===== src/rtl/exc_entry_ctrl.sv =====
module exc_entry_ctrl #(
  parameter int XLEN       = 32,
  parameter int CODE_W     = 4,
  parameter int NUM_CAUSES = 14,
  parameter int VEC_SHIFT  = 8
) (
  input  logic              clk,
  input  logic              rst_n,
  input  logic [XLEN-1:0]   pc_i,
  input  logic [XLEN-1:0]   sr_i,
  input  logic [XLEN-1:0]   pmr_i,
  input  logic              dslot_i,
  input  logic [XLEN-1:0]   evbar_i,
  input  logic [XLEN-1:0]   cfg_i,
  input  logic              exc_req_i,
  input  logic [CODE_W-1:0] exc_code_i,
  input  logic              dev_irq_i,
  input  logic              tick_irq_i,
  output logic              taken_o,
  output logic [CODE_W-1:0] code_o,
  output logic              err_o,
  output logic              dslot_clr_o,
  output logic [XLEN-1:0]   epc_o,
  output logic [XLEN-1:0]   eear_o,
  output logic [XLEN-1:0]   esr_o,
  output logic [XLEN-1:0]   sr_o,
  output logic [XLEN-1:0]   pmr_o,
  output logic [XLEN-1:0]   lladdr_o,
  output logic [XLEN-1:0]   fetch_pc_o
);
  localparam int SR_SM = 0, SR_TEE = 1, SR_IEE = 2, SR_DME = 5, SR_IME = 6;
  localparam int SR_DSX = 13, SR_EPH = 14;
  localparam int PM_DOZE = 4, PM_SLEEP = 5;
  localparam int CFG_VBASE = 9;
  localparam logic [CODE_W-1:0] C_TICK = CODE_W'(5);
  localparam logic [CODE_W-1:0] C_ILL  = CODE_W'(7);
  localparam logic [CODE_W-1:0] C_DEV  = CODE_W'(8);
  localparam logic [CODE_W-1:0] C_SYS  = CODE_W'(12);
  localparam logic [XLEN-1:0]   STEP   = XLEN'(4);
  localparam logic [XLEN-1:0]   HI_REGION = {4'hF, {(XLEN-4){1'b0}}};
  localparam logic [XLEN-1:0]   SR_OFF = (XLEN'(1) << SR_DME) | (XLEN'(1) << SR_IME)
                                       | (XLEN'(1) << SR_IEE) | (XLEN'(1) << SR_TEE)
                                       | (XLEN'(1) << SR_DSX);
  localparam logic [XLEN-1:0]   PM_OFF = (XLEN'(1) << PM_DOZE) | (XLEN'(1) << PM_SLEEP);

  logic              take, bad;
  logic [CODE_W-1:0] sel;

  wire code_ok = (exc_code_i != '0) && (exc_code_i <= CODE_W'(NUM_CAUSES));

  always_comb begin
    take = 1'b0;
    bad  = 1'b0;
    sel  = '0;
    if (exc_req_i) begin
      take = code_ok;
      bad  = !code_ok;
      sel  = code_ok ? exc_code_i : '0;
    end else if (tick_irq_i && sr_i[SR_TEE]) begin
      take = 1'b1;
      sel  = C_TICK;
    end else if (dev_irq_i && sr_i[SR_IEE]) begin
      take = 1'b1;
      sel  = C_DEV;
    end
  end

  wire [XLEN-1:0] epc_nxt = pc_i + ((sel == C_SYS) ? STEP : '0) - (dslot_i ? STEP : '0);
  wire [XLEN-1:0] vec_nxt = (XLEN'(sel) << VEC_SHIFT)
                          | (cfg_i[CFG_VBASE] ? evbar_i : '0)
                          | (sr_i[SR_EPH] ? HI_REGION : '0);
  wire [XLEN-1:0] sr_nxt  = (sr_i & ~SR_OFF) | (XLEN'(1) << SR_SM)
                          | (XLEN'(dslot_i) << SR_DSX);

  always_ff @(posedge clk) begin
    if (!rst_n) begin
      taken_o <= 1'b0; code_o <= '0; err_o <= 1'b0; dslot_clr_o <= 1'b0;
      epc_o <= '0; eear_o <= '0; esr_o <= '0; sr_o <= '0;
      pmr_o <= '0; lladdr_o <= '0; fetch_pc_o <= '0;
    end else begin
      taken_o     <= take;
      code_o      <= sel;
      err_o       <= bad;
      dslot_clr_o <= take && dslot_i;
      if (take) begin
        epc_o      <= epc_nxt;
        esr_o      <= sr_i;
        sr_o       <= sr_nxt;
        pmr_o      <= pmr_i & ~PM_OFF;
        lladdr_o   <= '1;
        fetch_pc_o <= vec_nxt;
        if (sel == C_ILL) eear_o <= pc_i;
      end
    end
  end

  AST_TAKE_XOR_ERR: assert property (@(posedge clk) disable iff (!rst_n)
    !(taken_o && err_o));
  AST_BAD_CODE: assert property (@(posedge clk) disable iff (!rst_n)
    (exc_req_i && !code_ok) |=> (err_o && !taken_o && $stable(fetch_pc_o) && $stable(epc_o)));
  AST_SR_ENTRY: assert property (@(posedge clk) disable iff (!rst_n)
    taken_o |-> (sr_o[SR_SM] && !sr_o[SR_IEE] && !sr_o[SR_TEE] && !sr_o[SR_DME] && !sr_o[SR_IME]));
  AST_LL_INVAL: assert property (@(posedge clk) disable iff (!rst_n)
    taken_o |-> (lladdr_o == '1 && !pmr_o[PM_DOZE] && !pmr_o[PM_SLEEP]));
  AST_TICK_FIRST: assert property (@(posedge clk) disable iff (!rst_n)
    (!exc_req_i && tick_irq_i && sr_i[SR_TEE]) |=> (taken_o && code_o == C_TICK));
  AST_SYNC_FIRST: assert property (@(posedge clk) disable iff (!rst_n)
    (exc_req_i && code_ok) |=> (taken_o && code_o == $past(exc_code_i)));
  AST_IDLE_CODE: assert property (@(posedge clk) disable iff (!rst_n)
    !taken_o |-> code_o == '0);
  AST_EEAR_KEEP: assert property (@(posedge clk) disable iff (!rst_n)
    (taken_o && code_o != C_ILL) |-> $stable(eear_o));
  AST_DSX_FLAG: assert property (@(posedge clk) disable iff (!rst_n)
    taken_o |-> (sr_o[SR_DSX] == dslot_clr_o));
endmodule


===== config.mk =====
export PLATFORM = sky130hd
export DESIGN_NAME = exc_entry_ctrl
export DESIGN_NICKNAME = d
export VERILOG_FILES = /design/src/rtl/exc_entry_ctrl.sv
export SDC_FILE = /design/constraint.sdc
export NUM_CORES = 1
export LEC_CHECK = 0
export BUFFER_PORTS_ARGS = -buffer_cell sky130_fd_sc_hd__buf_2
export CAP_MARGIN = 40
export CORE_AREA = 4 4 152 154
export DETAILED_ROUTE_END_ITERATION = 8
export DIE_AREA = 0 0 156 158
export GPL_TIMING_DRIVEN = 0
export PLACE_DENSITY = 0.73
export SLEW_MARGIN = 20
export SYNTH_ARGS = -nofsm -noshare
export SYNTH_HDL_FRONTEND = slang
export SYNTH_SLANG_ARGS = --single-unit

===== constraint.sdc =====
create_clock -name clk -period 6.8 [get_ports clk]
set_clock_uncertainty 0.2 [all_clocks]
set_input_delay 0.68 -clock clk [delete_from_list [all_inputs] [get_ports clk]]
set_output_delay 0.68 -clock clk [all_outputs]
set_load 0.02 [all_outputs]

==> summary.txt <==
status: complete, no violations
largest area contributor in the netlist: dfxtp_1
gr ovfl total: 0
Pwr Density: 253 nW/um^2
Final Max Slew Viols: 0
Die W: 156 um
hold_buf cts: 0
Cell Area, Synth: 8040 sq um
CP Cell Sequence: buf_2 > clkbuf_1 > nand4_1 > fa_1 > inv_1 > ha_1 > o211ai_1 > a211oi_1 > o31ai_1 > a21oi_1 > o21ai_0 > a21oi_1 > o31a_1 > nand3_1
most frequent cells in the layout: buf_2 (362), nand2_1 (274), a21oi_1 (170)
ys async rst share: 0%
most used routing layer: met2
worst min-delay path category: reg -> reg
# DRC: 0
top cells by area, synth: dfxtp_1 (42%), nand2_1 (13%), a21oi_1 (11%), buf_4 (6.0%), ha_1 (4.7%)
Setup crit start: exc_req_i
routed wire length: 30,000 um
crit path time final: 3.87 ns
met1 usage: 27.7%
GPL Wtd Cong: 0.864
Synth top area share: 41.6%
worst-skew pair later-pin latency: 0.43 ns
DRT Pass-1 Iters: 5
via count: 8,645
CTS Buf Count: 17
port bufs: 359
number of global-route vias before repair: 7,949
Max Fanout on Critical Path: 10
kind of critical path: in -> reg
Cells after Synth: 1,057
Yosys cell types: 50
Data arrival, critical path: 4.05 ns
Bufs on Longest Clock Path: 2
worst reg-to-reg path cell count: 2
P_leak: 5.42 nW
post-cts gate resize count: 0
H-tree depth: 4
Worst setup SP type: input port
Root Driver: clkbuf_16
peak supply drop: 0.150 mV
worst slew pin tran: 0.816 ns
DP HPWL: 23,500 um
# setup viols final: 0
postcts setup bufs: 0
Die Footprint: 24,600 sq um
M2 GR Usage: 40.1%
Tcrit/Tclk final: 56.9%
R2R Path End: epc_o[23]
Worst path most repeated cell: a21oi_1
total number of yosys warnings: 0
most common cell after layout, fill and taps aside: buf_2
TNS Setup: 0 ns
initial drt markers: 575
unrepaired setup endpoints after global routing: no
share of layout cells above drive strength 1: 32.3%
post-synthesis sequential area ratio: 41.6%
Slew headroom: 45.6%
Setup crit end: epc_o[27]
Worst R2R Setup Slack: 5.89 ns
met3 usage: 4.87%
Layout Utilization: 50.0%
WL per Instance: 17.3 um
I/O pin count: 401
max_cap viols: 0
WP data required: 6.98 ns
area grow syn2layout: 35.0%
Initial Util: 37.1%
Mapped Avg Cell Area: 7.60 sq um
core area: 21,700 sq um
final worst setup slack: 2.93 ns
Post-synth EDFFs: 0
critical register-to-register path startpoint: epc_o[23]
Final Hold Vio Count: 0
Post-synth top flop: dfxtp_1
pre-CTS WS: 2.45 ns
Vias/cell: 4.98
max frequency: 0.258 GHz
Clock transition at path regs: 0.07 ns
Rows: 54
CP max stage cell: fa_1
CTS sink cnt: 167
first-pass GRT wire length: 43,800 um
aggregate global-route resource usage: 22.8%
Layout Nets: 1,644
capturing element type of the critical path: flip-flop
Worst path max stage delay: 0.52 ns
CTS tree: built
largest net degree at the start of global routing: 29
ANT nets after route: 0
synthesized flop and latch total: 167
initial antenna violation count: 1
die height: 158 um
==> stage by stage <==
step	hold slack (ns)	instance area, sq um	cells	power (mW)
3_5_place_dp	0.242	10200	1703	1.78
2_1_floorplan	0.330	8060	1062	1.53
4_1_cts	0.251	10800	1735	2.76
3_3_place_gp	0.236	10200	1701	1.77
6_report	0.246	10800	1737	2.74
5_1_grt	0.256	10800	1737	2.87
==> worst min path at each step <==
stage / slack, ns / end / depth (start not counted) / start
floorplan: 0.33 / epc_o[29] / 2 / epc_o[29]
global placement: 0.24 / fetch_pc_o[4] / 2 / fetch_pc_o[4]
detailed placement: 0.24 / epc_o[9] / 2 / epc_o[9]
CTS: 0.25 / epc_o[9] / 2 / epc_o[9]
global route: 0.26 / esr_o[4] / 3 / sr_i[4]
finish: 0.25 / epc_o[13] / 2 / epc_o[13]
==> routing by layer <==
layer / wire length [um] / vias to the layer above / share of wire, %
li1: - / 4260 / -
met1: 12100 / 4008 / 40
met2: 15000 / 334 / 50
met3: 2230 / 43 / 7.4
met4: 622 / 0 / 2.1
met5: 0 / - / 0
==> flip-flops by register name, summed over array words and instances (netlist names) <==
| register | count |
|---|---|
| err_o | 1 |
| taken_o | 1 |
| pmr_o | 30 |
| eear_o | 32 |
| sr_o | 2 |
| esr_o | 32 |
| dslot_clr_o | 1 |
| epc_o | 32 |
| fetch_pc_o | 32 |
| code_o | 4 |
==> cell usage after synthesis, drive strengths merged, types with 2 or more instances <==
master and instances:
o22ai 2, xor2 7, and3 7, a211o 5, a21o 16, or3 6
nor3 15, a211oi 11, ha 30, a21oi 171, dfxtp 167, xnor2 16
o21ai 24, and2 4, buf 67, o211ai 7, clkbuf 58, a31oi 5
a32oi 3, nand2b 2, nand3 50, o2111ai 2, inv 44, o21a 2
nor2 34, o21bai 8, nand4 5, nand2 274
==> critical path: cells and delay by family <==
| kind | cells | cell delay (ns) |
|---|---|---|
| AOI/OAI and AO/OA | 7 | 1.90 |
| adders and majority gates | 2 | 0.73 |
| buffers and inverters | 3 | 0.47 |
| and+or+nand+nor | 2 | 0.27 |
==> final cells by class <==
class / count / area (sq um)
clock buffer: 18 / 439
sequential: 167 / 3340
buffer: 125 / 713
tap: 280 / 350
inverter: 44 / 165
timing repair buffer: 362 / 1830
fill: 2161 / 10800
clock inverter: 14 / 160
antenna: 1 / 2.50
multi-input combinational: 726 / 3840
==> cell families after synthesis <==
family | count (synthesis) | share of synthesized area [%]
compound gates | 264 | 19.2
fa+ha+maj | 31 | 4.92
other cells | 1 | 0.0467
buf+inv | 169 | 10.9
xor+xnor | 23 | 2.51
simple gates | 402 | 20.8
flops | 167 | 41.6
==> power by group <==
part,total [mW],internal (mW),switching [mW]
clock network,0.981,0.503,0.478
registers,1.09,1.05,0.0397
logic,0.674,0.248,0.427
Power figures use the tool's default switching activity.
